===== src/rtl/dbu_pkg.sv =====
package dbu_pkg;

    localparam int unsigned DATA_W = 32;

    typedef enum logic [1:0] {
        REG_TRIG = 2'd0,
        REG_ENAB = 2'd1,
        REG_RAW  = 2'd2,
        REG_PEND = 2'd3
    } dbu_reg_e;

    typedef enum logic {
        RD_IDLE = 1'b0,
        RD_RESP = 1'b1
    } dbu_rd_state_e;

endpackage


===== src/rtl/dbu_decode.sv =====
module dbu_decode
    import dbu_pkg::*;
#(
    parameter int ADDR_W      = 16,
    parameter int STRIDE_LOG2 = 8,
    parameter int NUM_DB      = 4
) (
    input  logic [ADDR_W-1:0]             addr,
    output logic                          hit,
    output logic [ADDR_W-STRIDE_LOG2-1:0] db_sel,
    output dbu_reg_e                      reg_sel
);

    localparam int DBI_W = ADDR_W - STRIDE_LOG2;
    // offset bits that must be zero: everything below the stride except [3:2]
    localparam logic [ADDR_W-1:0] OFS_BAD =
        ADDR_W'((64'd1 << STRIDE_LOG2) - 64'd1) & ~ADDR_W'(12);
    localparam logic [DBI_W:0] DB_LIMIT = (DBI_W+1)'(NUM_DB);

    logic [DBI_W-1:0] idx;

    assign idx     = addr[ADDR_W-1:STRIDE_LOG2];
    assign db_sel  = idx;
    assign reg_sel = dbu_reg_e'(addr[3:2]);
    assign hit     = ({1'b0, idx} < DB_LIMIT) && ((addr & OFS_BAD) == '0);

endmodule


===== src/rtl/dbu_cell.sv =====
module dbu_cell #(
    parameter int NUM_MASTERS = 8
) (
    input  logic                   clk,
    input  logic                   rst_n,
    input  logic [NUM_MASTERS-1:0] ring_vec,
    input  logic                   en_we,
    input  logic [NUM_MASTERS-1:0] en_val,
    input  logic [NUM_MASTERS-1:0] raw_clr,
    input  logic [NUM_MASTERS-1:0] pend_clr,
    output logic [NUM_MASTERS-1:0] en_q,
    output logic [NUM_MASTERS-1:0] raw_q,
    output logic [NUM_MASTERS-1:0] pend_q,
    output logic                   irq
);

    logic [NUM_MASTERS-1:0] admitted;

    // the mask in force during the ring cycle decides admission
    assign admitted = ring_vec & en_q;

    always_ff @(posedge clk) begin
        if (!rst_n) begin
            en_q   <= '0;
            raw_q  <= '0;
            pend_q <= '0;
        end else begin
            if (en_we) en_q <= en_val;
            // set term is applied after the clear term so a ring wins
            raw_q  <= (raw_q  & ~raw_clr)  | ring_vec;
            pend_q <= (pend_q & ~pend_clr) | admitted;
        end
    end

    assign irq = |pend_q;

    assert_ring_sets_raw_R2: assert property (@(posedge clk) disable iff (!rst_n)
        (|ring_vec) |=> ((raw_q & $past(ring_vec)) == $past(ring_vec)));

    assert_ring_beats_clear_R6: assert property (@(posedge clk) disable iff (!rst_n)
        (|(ring_vec & en_q)) |=> ((pend_q & $past(ring_vec & en_q)) == $past(ring_vec & en_q)));

    assert_only_admitted_pend_R3: assert property (@(posedge clk) disable iff (!rst_n)
        1'b1 |=> ((pend_q & ~$past(pend_q) & ~$past(ring_vec & en_q)) == '0));

    assert_irq_rises_on_ring_R4: assert property (@(posedge clk) disable iff (!rst_n)
        $rose(irq) |-> $past(|(ring_vec & en_q)));

    assert_pend_holds_idle_R5: assert property (@(posedge clk) disable iff (!rst_n)
        (!(|ring_vec) && !(|pend_clr)) |=> $stable(pend_q));

endmodule


===== src/rtl/dbu_read_port.sv =====
module dbu_read_port
    import dbu_pkg::*;
#(
    parameter int NUM_DB      = 4,
    parameter int NUM_MASTERS = 8,
    parameter int DBI_W       = 8
) (
    input  logic                          clk,
    input  logic                          rst_n,
    input  logic                          rd_vld,
    input  logic                          rd_hit,
    input  logic [DBI_W-1:0]              rd_db,
    input  dbu_reg_e                      rd_sel,
    input  logic [NUM_DB*NUM_MASTERS-1:0] en_all,
    input  logic [NUM_DB*NUM_MASTERS-1:0] raw_all,
    input  logic [NUM_DB*NUM_MASTERS-1:0] pend_all,
    output logic [DATA_W-1:0]             rd_data,
    output logic                          rd_resp
);

    dbu_rd_state_e          state_q, state_d;
    logic [NUM_MASTERS-1:0] sel_val;
    logic [DATA_W-1:0]      word;

    always_comb begin
        state_d = state_q;
        unique case (state_q)
            RD_IDLE: state_d = rd_vld ? RD_RESP : RD_IDLE;
            RD_RESP: state_d = rd_vld ? RD_RESP : RD_IDLE;
            default: state_d = RD_IDLE;
        endcase
    end

    always_ff @(posedge clk) begin
        if (!rst_n) state_q <= RD_IDLE;
        else        state_q <= state_d;
    end

    always_comb begin
        sel_val = '0;
        for (int d = 0; d < NUM_DB; d++) begin
            if (rd_db == DBI_W'(d)) begin
                case (rd_sel)
                    REG_ENAB: sel_val = en_all[d*NUM_MASTERS +: NUM_MASTERS];
                    REG_RAW:  sel_val = raw_all[d*NUM_MASTERS +: NUM_MASTERS];
                    REG_PEND: sel_val = pend_all[d*NUM_MASTERS +: NUM_MASTERS];
                    default:  sel_val = '0;
                endcase
            end
        end
        word = (rd_hit && rd_sel != REG_TRIG) ? DATA_W'(sel_val) : '0;
    end

    always_ff @(posedge clk) begin
        if (!rst_n)      rd_data <= '0;
        else if (rd_vld) rd_data <= word;
    end

    always_comb begin
        unique case (state_q)
            RD_RESP: rd_resp = 1'b1;
            default: rd_resp = 1'b0;
        endcase
    end

    assert_resp_after_req_R9: assert property (@(posedge clk) disable iff (!rst_n)
        rd_vld |=> rd_resp);

    assert_no_resp_unasked_R9: assert property (@(posedge clk) disable iff (!rst_n)
        !rd_vld |=> !rd_resp);

endmodule


===== src/rtl/doorbell_array.sv =====
module doorbell_array
    import dbu_pkg::*;
#(
    parameter int NUM_DB      = 4,
    parameter int NUM_MASTERS = 8,
    parameter int NUM_WPORTS  = 2,
    parameter int ADDR_W      = 16,
    parameter int STRIDE_LOG2 = 8,
    parameter int MID_W       = 5
) (
    input  logic                         clk,
    input  logic                         rst_n,
    input  logic [NUM_WPORTS-1:0]        wr_vld,
    input  logic [NUM_WPORTS*ADDR_W-1:0] wr_addr,
    input  logic [NUM_WPORTS*32-1:0]     wr_data,
    input  logic [NUM_WPORTS*MID_W-1:0]  wr_mid,
    input  logic                         rd_vld,
    input  logic [ADDR_W-1:0]            rd_addr,
    output logic [31:0]                  rd_data,
    output logic                         rd_resp,
    output logic [NUM_DB-1:0]            db_irq
);

    localparam int DBI_W = ADDR_W - STRIDE_LOG2;
    localparam logic [MID_W:0] NM_LIM = (MID_W+1)'(NUM_MASTERS);

    logic             w_hit [NUM_WPORTS];
    logic [DBI_W-1:0] w_db  [NUM_WPORTS];
    dbu_reg_e         w_sel [NUM_WPORTS];

    logic             r_hit;
    logic [DBI_W-1:0] r_db;
    dbu_reg_e         r_sel;

    logic [NUM_DB*NUM_MASTERS-1:0] en_all, raw_all, pend_all;

    for (genvar p = 0; p < NUM_WPORTS; p++) begin : g_wdec
        dbu_decode #(
            .ADDR_W(ADDR_W), .STRIDE_LOG2(STRIDE_LOG2), .NUM_DB(NUM_DB)
        ) u_wdec (
            .addr    (wr_addr[p*ADDR_W +: ADDR_W]),
            .hit     (w_hit[p]),
            .db_sel  (w_db[p]),
            .reg_sel (w_sel[p])
        );
    end

    dbu_decode #(
        .ADDR_W(ADDR_W), .STRIDE_LOG2(STRIDE_LOG2), .NUM_DB(NUM_DB)
    ) u_rdec (
        .addr    (rd_addr),
        .hit     (r_hit),
        .db_sel  (r_db),
        .reg_sel (r_sel)
    );

    for (genvar d = 0; d < NUM_DB; d++) begin : g_db
        logic [NUM_MASTERS-1:0] ring_v, en_v, rclr_v, pclr_v;
        logic                   en_we;

        // walk ports from highest to lowest so port 0 writes the mask last
        always_comb begin
            ring_v = '0;
            en_v   = '0;
            rclr_v = '0;
            pclr_v = '0;
            en_we  = 1'b0;
            for (int p = NUM_WPORTS-1; p >= 0; p--) begin
                if (wr_vld[p] && w_hit[p] && (w_db[p] == DBI_W'(d))) begin
                    case (w_sel[p])
                        REG_TRIG: begin
                            if (wr_data[p*32] &&
                                ({1'b0, wr_mid[p*MID_W +: MID_W]} < NM_LIM))
                                ring_v = ring_v |
                                    (NUM_MASTERS'(1) << wr_mid[p*MID_W +: MID_W]);
                        end
                        REG_ENAB: begin
                            en_we = 1'b1;
                            en_v  = wr_data[p*32 +: NUM_MASTERS];
                        end
                        REG_RAW:  rclr_v = rclr_v | wr_data[p*32 +: NUM_MASTERS];
                        default:  pclr_v = pclr_v | wr_data[p*32 +: NUM_MASTERS];
                    endcase
                end
            end
        end

        dbu_cell #(.NUM_MASTERS(NUM_MASTERS)) u_cell (
            .clk      (clk),
            .rst_n    (rst_n),
            .ring_vec (ring_v),
            .en_we    (en_we),
            .en_val   (en_v),
            .raw_clr  (rclr_v),
            .pend_clr (pclr_v),
            .en_q     (en_all[d*NUM_MASTERS +: NUM_MASTERS]),
            .raw_q    (raw_all[d*NUM_MASTERS +: NUM_MASTERS]),
            .pend_q   (pend_all[d*NUM_MASTERS +: NUM_MASTERS]),
            .irq      (db_irq[d])
        );
    end

    dbu_read_port #(
        .NUM_DB(NUM_DB), .NUM_MASTERS(NUM_MASTERS), .DBI_W(DBI_W)
    ) u_rport (
        .clk      (clk),
        .rst_n    (rst_n),
        .rd_vld   (rd_vld),
        .rd_hit   (r_hit),
        .rd_db    (r_db),
        .rd_sel   (r_sel),
        .en_all   (en_all),
        .raw_all  (raw_all),
        .pend_all (pend_all),
        .rd_data  (rd_data),
        .rd_resp  (rd_resp)
    );

    assert_irq_low_in_reset_R1: assert property (@(posedge clk)
        !rst_n |=> (db_irq == '0));

endmodule


===== config.mk =====
export PLATFORM = sky130hd
export DESIGN_NAME = doorbell_array
export DESIGN_NICKNAME = d
export VERILOG_FILES = /design/src/rtl/dbu_pkg.sv /design/src/rtl/dbu_decode.sv /design/src/rtl/dbu_cell.sv /design/src/rtl/dbu_read_port.sv /design/src/rtl/doorbell_array.sv
export SDC_FILE = /design/constraint.sdc
export NUM_CORES = 1
export LEC_CHECK = 0
export ABC_AREA = 1
export CORE_MARGIN = 8
export CORE_UTILIZATION = 51
export DETAILED_ROUTE_END_ITERATION = 12
export GPL_ROUTABILITY_DRIVEN = 0
export GPL_TIMING_DRIVEN = 1
export PLACE_DENSITY = 0.86
export SLEW_MARGIN = 20
export SYNTH_ARGS = -nofsm -noshare
export SYNTH_HDL_FRONTEND = slang
export SYNTH_SLANG_ARGS = --single-unit
export TNS_END_PERCENT = 100

===== constraint.sdc =====
create_clock -name clk -period 2.12 [get_ports clk]
set_input_delay 0.424 -clock clk [delete_from_list [all_inputs] [get_ports clk]]
set_output_delay 0.424 -clock clk [all_outputs]
set_load 0.005 [all_outputs]

==> results.yml, run 1 <==
power_and_ir_drop:
  power_leakage_nw: 3.850
  peakVddDrop_uv: 391.8
  power.density_nw_per_um2: 465.3
placed_design:
  dpl-instance-area_sq_um: 9090
  place_worst_setup_slack_ns: -0.1766
  place.port_buffers: 91
  dpl.hpwl_um: 22340
  dpl.cell_count: 1568
floorplanning:
  core-area_sq_um: 13830
  num_rows: 43
  die_area_sq_um: 18130
  start_util: 0.5193
  chipWidth_um: 134.7
  io_pins: 164
  die_h_um: 134.7
routing:
  wl_um: 30040
  vias: 9470
  drc: 0
  drt_first_pass_iters: 8
  via_per_inst: 5.979
  wl_per_cell_um: 18.96
  ant_nets: 0
  drtIter0Drc: 1757
global_routing:
  track_usage: 0.3331
  antenna_found_initial: 0
  grt_pass1_wl_um: 46690
  grt_pass1_vias: 8928
  grt_overflow_total: 0
  grt_max_degree: 70
synthesis:
  synth_seq_area_share: 0.2927
  yosys-top-cells-area: "dfxtp_1 29%, nand2_1 19%, nor2_1 8.2%, nand3_1 8.2%, a21oi_1 6.6%"
  syn_area_sq_um: 7181
  synth_top_area_cell: "dfxtp_1"
  ys_ff_latch: 105
  synth_area_per_cell_sq_um: 5.905
  syn_inst: 1216
  yosys_warnings: 0
  synthFlopType: "dfxtp_1"
  synth.distinct_cells: 35
  async_reset_ff_frac: 0
  synth_edf_count: 0
  synth_top_area_frac: 0.2927
worst_setup_path:
  cp_max_fo: 3
  end_kind: "primary output"
  crit_arrival_ns: 1.63
  crit_type: "reg2out"
  r2r-start: "g_db[3].u_cell.pend_q[4]"
  worst_setup_path_start_kind: "flip-flop"
  required_ns: 1.70
  cp-startpoint: "g_db[3].u_cell.pend_q[2]"
clock_network:
  clock_path_buffers: 2
  cts.clk_slew.worst_paths_ns: 0.07
  htreeDepth: 3
  postCtsSetupRepairBufs: 0
  cts.sinks: 105
  cts_made_buffers: 9
  insertion_delay_ns: 0.36
  cts-root-buf: "clkbuf_16"
  tritoncts: "done"
cells_and_area:
  areaGrowthSynthToFinish_pct: 31.05
  final_cells: 1584
  nets: 1526
  mostFrequentLayoutCells: "371 x nand2_1, 157 x nor2_1, 124 x inv_1"
  final_cell_area_sq_um: 9410
  layout_commonest_cell: "nand2_1"
  insertedDiodeCount: 0
  drive_above_1_share: 0.1268
timing:
  whs_ns: 0.4653
  drv_slew: 0
  timing.final.ws_setup_ns: 0.06611
  finalClockSkew_ns: 0.006241
  fmax_mhz: 486.9
  setup_violations: 0
  hold_viol_final: 0
  finalCriticalPeriod_ns: 2.054
  fin_crit_sh: 0.9688
  rsz0062_at_grt: "false"
worst_hold_path:
  min_from: "g_db[2].u_cell.en_q[4]"
  worstHoldPathType: "reg2reg"
run_status:
  status: "finished clean"
job:
  maxCapViolCount: 0
## worst paths after layout
path	to	slack, ns	depth (start not counted)
max reg2reg	u_rport.rd_data[4]	0.77	6
min reg2reg	g_db[2].u_cell.pend_q[4]	0.47	2
max	db_irq[3]	0.07	3
min	g_db[2].u_cell.pend_q[4]	0.47	2
## cells by family after synthesis
family                 Yosys count  synth area share
AO/OA/AOI/OAI                  177            0.1316
flip-flops                     105            0.2927
other                            1         0.0005222
AND/OR/NAND/NOR                728            0.4462
buffers and inverters          205            0.1289
## state kept, by name, summed over array words and instances, names as in the netlist
| name | count |
|---|---|
| g_db.u_cell.en_q | 32 |
| g_db.u_cell.pend_q | 32 |
| g_db.u_cell.raw_q | 32 |
| u_rport.rd_data | 8 |
| u_rport.state_q | 1 |
## cells in the mapped netlist, types with 2 or more instances
| cell type | number |
|---|---|
| o21ai_1 | 2 |
| nor4_1 | 6 |
| nand3_1 | 117 |
| nand4_1 | 30 |
| inv_2 | 5 |
| nand3_4 | 2 |
| nand2_1 | 371 |
| nor2_8 | 3 |
| nand2_2 | 2 |
| o211ai_1 | 14 |
| inv_1 | 124 |
| nand3_2 | 3 |
| o2111ai_1 | 4 |
| nor2_4 | 4 |
| buf_4 | 35 |
| nand3b_1 | 12 |
| o21bai_1 | 2 |
| clkbuf_1 | 16 |
| nor3_1 | 11 |
| nor2_2 | 5 |
| buf_2 | 20 |
| a31oi_1 | 2 |
| o21ai_0 | 58 |
| dfxtp_1 | 105 |
| nor2_1 | 157 |
| a21oi_1 | 94 |
| clkinv_1 | 4 |
## per-layer routing
| metal | GRT usage | vias to the layer above | share of wire |
|---|---|---|---|
| li1 | - | 4238 | - |
| met1 | 0.3962 | 4117 | 0.34 |
| met2 | 0.5065 | 864 | 0.42 |
| met3 | 0.1062 | 251 | 0.16 |
| met4 | 0.2183 | 0 | 0.085 |
| met5 | 0 | - | 0 |
## what timing repair did
item	4_1_cts	5_1_grt
setup endpoints to repair	0	5
hold buffers	0	0
gates resized for setup	0	5
## per-stage QoR
stage                       util  TNS [ns]  power (W)
final                     0.6806         0   0.004378
after global routing      0.6806         0   0.004481
after CTS                 0.6789         0   0.004327
after detailed placement  0.6574    -8.567   0.002651
after global placement    0.6574    -1.727   0.002642
after floorplan                -         0   0.002291
## power breakdown
part / internal (W) / leakage, nW / switching, W / total, W
Clock: 0.000919 / 0.131 / 0.000810 / 0.00173
Combinational: 0.000277 / 2.87 / 0.000390 / 0.000667
Sequential: 0.00198 / 0.847 / 0.00000339 / 0.00198
## layout make-up
class | instances | area, sq um
Clock buffer | 10 | 229.0
Clock inverter | 6 | 68.82
Fill cell | 1191 | 4417
Inverter | 133 | 499.2
Multi-Input combinational cell | 929 | 4262
Sequential cell | 105 | 2102
Tap cell | 180 | 225.2
Timing Repair Buffer | 221 | 2024
## worst max-delay path, cell delays in order (launching register included)
cell             delay [ns]
dfxtp_1                0.36
nor4_2                 0.30
nand3_1                0.14
clkdlybuf4s50_1        0.47
No activity file was read; power rests on OpenSTA's default activity.
==> run 2: changes to the inputs <==
--- a/config.mk
+++ b/config.mk
@@ -16,4 +16,4 @@
 export SYNTH_ARGS = -nofsm -noshare
 export SYNTH_HDL_FRONTEND = slang
 export SYNTH_SLANG_ARGS = --single-unit
-export TNS_END_PERCENT = 100
+export TNS_END_PERCENT = 20
==> results of run 2 <==
No change in the layout: final DEF, timing and power equal those of run 1.
